File: config.mk
export PLATFORM = sky130hd
export DESIGN_NAME = npc_unit
export DESIGN_NICKNAME = d
export VERILOG_FILES = /design/src/rtl/npc_pkg.sv /design/src/rtl/npc_rst_sync.sv /design/src/rtl/npc_cond.sv /design/src/rtl/npc_tgt.sv /design/src/rtl/npc_unit.sv
export SDC_FILE = /design/constraint.sdc
export NUM_CORES = 1
export LEC_CHECK = 0
export BUFFER_PORTS_ARGS = -buffer_cell sky130_fd_sc_hd__buf_2
export CAP_MARGIN = 5
export CORE_ASPECT_RATIO = 0.9
export CORE_MARGIN = 4
export CORE_UTILIZATION = 58
export DETAILED_ROUTE_END_ITERATION = 7
export GPL_ROUTABILITY_DRIVEN = 0
export GPL_TIMING_DRIVEN = 0
export PLACE_DENSITY = 0.82
export SKIP_CTS_REPAIR_TIMING = 1
export SYNTH_ARGS = -nofsm -noshare
export SYNTH_HDL_FRONTEND = slang
export SYNTH_HIERARCHICAL = 1
export SYNTH_SLANG_ARGS = --single-unit
File: constraint.sdc
create_clock -name clk -period 1.7 [get_ports clk]
set_clock_uncertainty 0.2 [all_clocks]
set_input_delay 0.34 -clock clk [delete_from_list [all_inputs] [get_ports clk]]
set_output_delay 0.34 -clock clk [all_outputs]
set_load 0.01 [all_outputs]
File: src/rtl/npc_pkg.sv
package npc_pkg;

  // Next-value source selected each cycle
  typedef enum logic [1:0] {
    NXT_SEQ  = 2'd0,
    NXT_BR   = 2'd1,
    NXT_JUMP = 2'd2
  } nxt_sel_e;

endpackage

File: src/rtl/npc_rst_sync.sv
module npc_rst_sync #(
  parameter int STAGES = 2
) (
  input  logic clk,
  input  logic rst_n,
  output logic rst_q_n
);

  logic [STAGES-1:0] sync_q;
  logic [STAGES-1:0] sync_d;

  always_comb begin
    sync_d = {sync_q[STAGES-2:0], 1'b1};
  end

  always_ff @(posedge clk or negedge rst_n) begin
    if (!rst_n) begin
      sync_q <= '0;
    end else begin
      sync_q <= sync_d;
    end
  end

  assign rst_q_n = sync_q[STAGES-1];

endmodule

File: src/rtl/npc_cond.sv
module npc_cond (
  input  logic jump_i,
  input  logic br_eq_i,
  input  logic br_ne_i,
  input  logic ops_equal_i,
  output npc_pkg::nxt_sel_e sel_o
);

  logic eq_hit;
  logic ne_hit;

  always_comb begin
    eq_hit = br_eq_i &  ops_equal_i;
    ne_hit = br_ne_i & ~ops_equal_i;
    if (jump_i) begin
      sel_o = npc_pkg::NXT_JUMP;
    end else if (eq_hit | ne_hit) begin
      sel_o = npc_pkg::NXT_BR;
    end else begin
      sel_o = npc_pkg::NXT_SEQ;
    end
  end

endmodule

File: src/rtl/npc_tgt.sv
module npc_tgt #(
  parameter int WORD_W = 30,
  parameter int OFF_W  = 16,
  parameter int TGT_W  = 26
) (
  input  logic [WORD_W-1:0] word_i,
  input  logic [OFF_W-1:0]  off_i,
  input  logic [TGT_W-1:0]  tgt_i,
  output logic [WORD_W-1:0] seq_o,
  output logic [WORD_W-1:0] br_o,
  output logic [WORD_W-1:0] jump_o
);

  localparam int EXT_W = WORD_W - OFF_W;
  localparam int HI_W  = WORD_W - TGT_W;

  logic [WORD_W-1:0] off_ext;

  always_comb begin
    off_ext = {{EXT_W{off_i[OFF_W-1]}}, off_i};
    seq_o   = word_i + WORD_W'(1);
    br_o    = seq_o + off_ext;
    jump_o  = {word_i[WORD_W-1 -: HI_W], tgt_i};
  end

endmodule

File: src/rtl/npc_unit.sv
module npc_unit #(
  parameter int               PC_W       = 32,
  parameter int               OFF_W      = 16,
  parameter int               TGT_W      = 26,
  parameter logic [PC_W-1:0]  START_ADDR = 32'h0040_0000
) (
  input  logic             clk,
  input  logic             rst_n,
  input  logic             jump_i,
  input  logic             br_eq_i,
  input  logic             br_ne_i,
  input  logic             ops_equal_i,
  input  logic [OFF_W-1:0] br_off_i,
  input  logic [TGT_W-1:0] jump_tgt_i,
  output logic [PC_W-1:0]  pc_o
);

  localparam int                WORD_W     = PC_W - 2;
  localparam logic [WORD_W-1:0] START_WORD = START_ADDR[PC_W-1:2];

  logic                rst_q_n;
  logic [WORD_W-1:0]   word_q;
  logic [WORD_W-1:0]   word_d;
  logic [WORD_W-1:0]   seq_w;
  logic [WORD_W-1:0]   br_w;
  logic [WORD_W-1:0]   jump_w;
  logic                word_en;
  npc_pkg::nxt_sel_e   sel;

  npc_rst_sync #(.STAGES(2)) u_rst (
    .clk     (clk),
    .rst_n   (rst_n),
    .rst_q_n (rst_q_n)
  );

  npc_cond u_cond (
    .jump_i      (jump_i),
    .br_eq_i     (br_eq_i),
    .br_ne_i     (br_ne_i),
    .ops_equal_i (ops_equal_i),
    .sel_o       (sel)
  );

  npc_tgt #(.WORD_W(WORD_W), .OFF_W(OFF_W), .TGT_W(TGT_W)) u_tgt (
    .word_i (word_q),
    .off_i  (br_off_i),
    .tgt_i  (jump_tgt_i),
    .seq_o  (seq_w),
    .br_o   (br_w),
    .jump_o (jump_w)
  );

  always_comb begin
    word_en = rst_q_n;
    unique case (sel)
      npc_pkg::NXT_JUMP: word_d = jump_w;
      npc_pkg::NXT_BR:   word_d = br_w;
      default:           word_d = seq_w;
    endcase
  end

  always_ff @(posedge clk or negedge rst_q_n) begin
    if (!rst_q_n) begin
      word_q <= START_WORD;
    end else if (word_en) begin
      word_q <= word_d;
    end
  end

  assign pc_o = {word_q, 2'b00};

endmodule

After elaboration in Yosys (flattened, before gate mapping)
Index checks and enable logic that the tools add are counted.
- multiplexer cells: 3
- add/subtract/negate cells: 2
- bitwise gates (word level): 5
- reduce and logical (&&, ||, !) cells: 1
- eq/ne operators: 2
- operators with widths (kind ; number):
    one-hot mux 30 bit (2 select lines) ; 1
    adder 30 x 1 -> 30 bit, second input constant ; 1
    adder 30 bit ; 1
    bitwise AND 1 bit ; 2
    equality test 2 x 1 -> 1 bit, second input constant ; 1
    equality test 2 bit, second input constant ; 1
    two-way mux 2 bit ; 1
    NOT 1 bit ; 2
    AND reduction 2 bit ; 1
    two-way mux 1 bit ; 1
    bitwise OR 1 bit ; 1
- bits in registers: 32
- input bits: 48
- word-level logic and storage cells: 16
- output and inout port bits: 32

Depth between registers and ports, before layout
- word-level depth: 8
- gate-level depth with buffers: 18
- depth with buffers taken out: 16

Modules after synthesis
The synthesis kept the hierarchy.
- modules (own cells, without submodules) (module ; instances ; cells an instance ; area each (sq um) ; sequential area each (sq um)):
    npc_tgt ; 1 ; 357 ; 2498.6 ; 0.0
    npc_unit ; 1 ; 177 ; 1871.8 ; 752.0
    npc_rst_sync ; 1 ; 3 ; 53.8 ; 50.0
    npc_cond ; 1 ; 3 ; 21.3 ; 0.0

Least setup slack after synthesis
Ideal clock, no wire load.
- path type: register to register
- start: register word_q[2]
- end: register word_q[28]
- setup slack: -1908 ps
- data arrival time: 3284 ps
- cell stages (with the launch flop): 17
- setup time: 124 ps
- period minus slack after synthesis: 3608 ps
- required time: 1376 ps
- buffers on the path: 2
- cell sequence: dfrtp_1 and4_4 and3_1 buf_4 nand3_1 nor2_1 xor2_1 ha_1 clkbuf_1 and3_1 a221o_1 a21o_1 o211ai_1 o211ai_1 xor2_1 a221oi_2 nor2_1
- cells in the longest elaborated chain, start to end: 3
- RTL lines (item ; RTL line ; RTL):
    start, declared ; npc_unit.sv:22 ; logic [WORD_W-1:0] word_q;
    start signal, assigned ; npc_unit.sv:66 ; word_q <= word_d;
    adder 30 x 1 -> 30 bit ; npc_tgt.sv:21 ; seq_o = word_i + WORD_W'(1);
    net seq_w[18] ; npc_unit.sv:24 ; logic [WORD_W-1:0] seq_w;
    adder 30 bit ; npc_tgt.sv:22 ; br_o = seq_o + off_ext;
    net br_w[28] ; npc_unit.sv:25 ; logic [WORD_W-1:0] br_w;
    one-hot mux 30 bit (2 select lines) ; npc_unit.sv:55 ; unique case (sel)
The timed path passes the listed nets, and every way through them passes these cells.
A chain may end at the register's enable or synchronous reset.

Worst setup path after layout
- start: register word_q[3]
- end: register word_q[29]
Same word-level chain as after synthesis.

==> flow_summary_export.csv <==
group,metric,value,unit
drt,drc,45,
yosys,synth-edff-count,0,
worst_hold_path,hp-class,"in2reg",
timing,rsz0062_at_grt,"true",
clock_tree,clkTransAtPathRegs,80,ps
timing,finalHoldViolCount,0,
yosys,synthArstFlopShare,100,%
timing,setup_slack,-2280,ps
drt,first_iter_violations,785,
critical_path,cp-start-kind,"flop",
placement,dpl.hpwl,9.93,mm
die,start_util,59.2,%
drt,ant_nets,0,
finish,finalNetCount,730,
yosys,yosysSeqAreaShare,18.0,%
drt,drtPass1Iterations,8,
yosys,synth_top_area_cell,"dfrtp_1",
yosys,synth_common_cells,"nor2_1, nand2_1, buf_4, ha_1, xnor2_1",
finish,area_growth,39.7,%
timing,relSlewSlack,63.4,%
power,ir_drop,944,uV
power,p_per_area,1190,nW/um2
clock_tree,htree_levels,2,
yosys,synthMuxAreaShare,0.450,%
timing,worst_pin_slew,544,ps
die,die_h,91.1,um
yosys,synth_top_area_share,17.5,%
clock_tree,cts_tree,"done",
power,design_power_total,0.00741,W
die,core-area,7510,um2
yosys,avgSynthCellArea,8.23,um2
global_routing,grt.total_usage,29.0,%
yosys,synth_xor_area_share,10.9,%
yosys,yosys.area_share.simple,21.9,%
timing,setup_viol,29,
timing,min_period,3980,ps
outcome,status,"finished, violations left",
die,row_count,30,
yosys,synth-warning-count,6,
clock_tree,clkLatencyLatePin,310,ps
yosys,synthAdderAreaFrac,10.3,%
timing,fin_hold_ws,64.7,ps
yosys,synth_flop_cell,"dfrtp_1",
drt,wl_per_cell,24.2,um
global_routing,overflow,0,
drt,avgViaCountPerCell,7.08,
timing,report.final.slew_viol_count,0,
timing,layout_worst_path_cycle_share,234,%
die,die_x,100,um
finish,utilization,82.8,%
run,maxCapViolations,0,
critical_path,timing.critical_path.fanout_max,7,
outcome,violations,"DRC, setup timing",
critical_path,path_class,"reg2reg",
placement,post-place-ws,-2350,ps
yosys,yosysMostFrequentCell,"nor2_1",
placement,io_buffers,51,
drt,routed_wl,18.0,mm
clock_tree,clock_sinks,32,
yosys,syn_inst,540,
global_routing,grt_max_degree,32,
yosys,synthTopCellsByArea,"dfrtp_1, a221oi_2, ha_1, xnor2_1, buf_4",
critical_path,cp.arrival,3970,ps
die,die_area,9130,um2
yosys,syn_area,4450,um2
clock_tree,clock_tree.root_cell,"clkbuf_8",
finish,antenna_cells,0,
finish,layout-drive-gt1-share,49.9,%
finish,nFillCells,397,
drt,vias,5258,
clock_tree,numCtsBuffers,5,
timing,max_freq,0.251,GHz
yosys,ys_seq_elements,32,
critical_path,cp-end-kind,"flop",
critical_path,required,1690,ps
power,leakage,2.65,nW
global_routing,antenna_found_initial,0,
timing,fin_setup_tns,-44990,ps
yosys,synth_top_family_by_area,"compound AO/OA/AOI/OAI gates",
die,ioPinCount,80,
global_routing,grt_pass1_vias,4405,
yosys,synth_compound_area_share,27.9,%
yosys,synth.distinct_cells,61,
clock_tree,cts.path.max_buffers,2,
global_routing,grt_pass1_wl,21.7,mm
## per-stage QoR
stage,area (um2),instances
5_1_grt,6210,743
3_3_place_gp,5100,688
4_1_cts,5220,696
3_5_place_dp,5100,688
6_report,6210,743
2_1_floorplan,4720,541
## cells by family after synthesis
group | after synthesis
xor+xnor | 54
mux | 2
buf+inv | 75
flops | 32
other cells | 2
compound gates | 155
fa+ha+maj | 36
simple gates | 184
## path summary, 6_finish.rpt
kind                                       from          to  slack (ps)  cells past startpoint
min in group asynchronous       u_rst/sync_q[1]   word_q[0]         100                      1
worst min-delay path             jump_tgt_i[19]  word_q[19]          60                      3
worst max register to register        word_q[3]  word_q[29]       -2280                     17
max in group asynchronous       u_rst/sync_q[1]   word_q[2]         560                      1
worst min register to register  u_rst/sync_q[1]   word_q[0]         100                      1
worst max-delay path                  word_q[3]  word_q[29]       -2280                     17
## registers in the layout, summed over array words and instances, names as in the netlist
register      flops
u_rst/sync_q      2
word_q           30
## layer usage
| metal | vias to the layer above | share of wire [%] | GRT usage [%] |
|---|---|---|---|
| li1 | 2146 | - | - |
| met1 | 2462 | 36 | 39.1 |
| met2 | 482 | 45 | 47.7 |
| met3 | 168 | 12 | 3.38 |
| met4 | 0 | 7.4 | 9.65 |
| met5 | - | 0 | 0 |
## report_power, final
group	switching [W]	total [W]	internal, W
Sequential	0.000268	0.00121	0.000943
Combinational	0.00295	0.00533	0.00237
Clock	0.000361	0.000879	0.000518
## critical path, cell delays in order, from the launching register on
cell and delay [ps]:
dfrtp_2 420, and4_4 260, and3_4 250, and3_4 270, buf_12 130, nand2_4 90
nor3_4 250, xor2_2 210, ha_4 260, nand2_1 170, nand2_1 110, a21o_1 200
a21oi_1 210, a31oi_1 100, a41oi_2 250, xor2_1 120, a221oi_2 270, nor2_1 80
## placed cells by master, fill, tap and decap left out, types with 22 or more instances in the layout
cell type  count
o21ai_1       22
a221oi_2      30
nand3b_1      31
dfrtp_1       22
buf_2         67
nand2_1       33
nor2_1        44
buf_4         76
## final cells by class
cell class	count	area (um2)	share of cell area (%)
Buffer	60	454	7.31
Clock buffer	7	96.3	1.55
Clock inverter	1	30.0	0.483
Inverter	12	47.5	0.765
Multi-Input combinational cell	434	3950	63.6
Sequential cell	32	816	13.1
Tap cell	96	120	1.93
Timing Repair Buffer	101	699	11.3
Power figures use the tool's default switching activity.
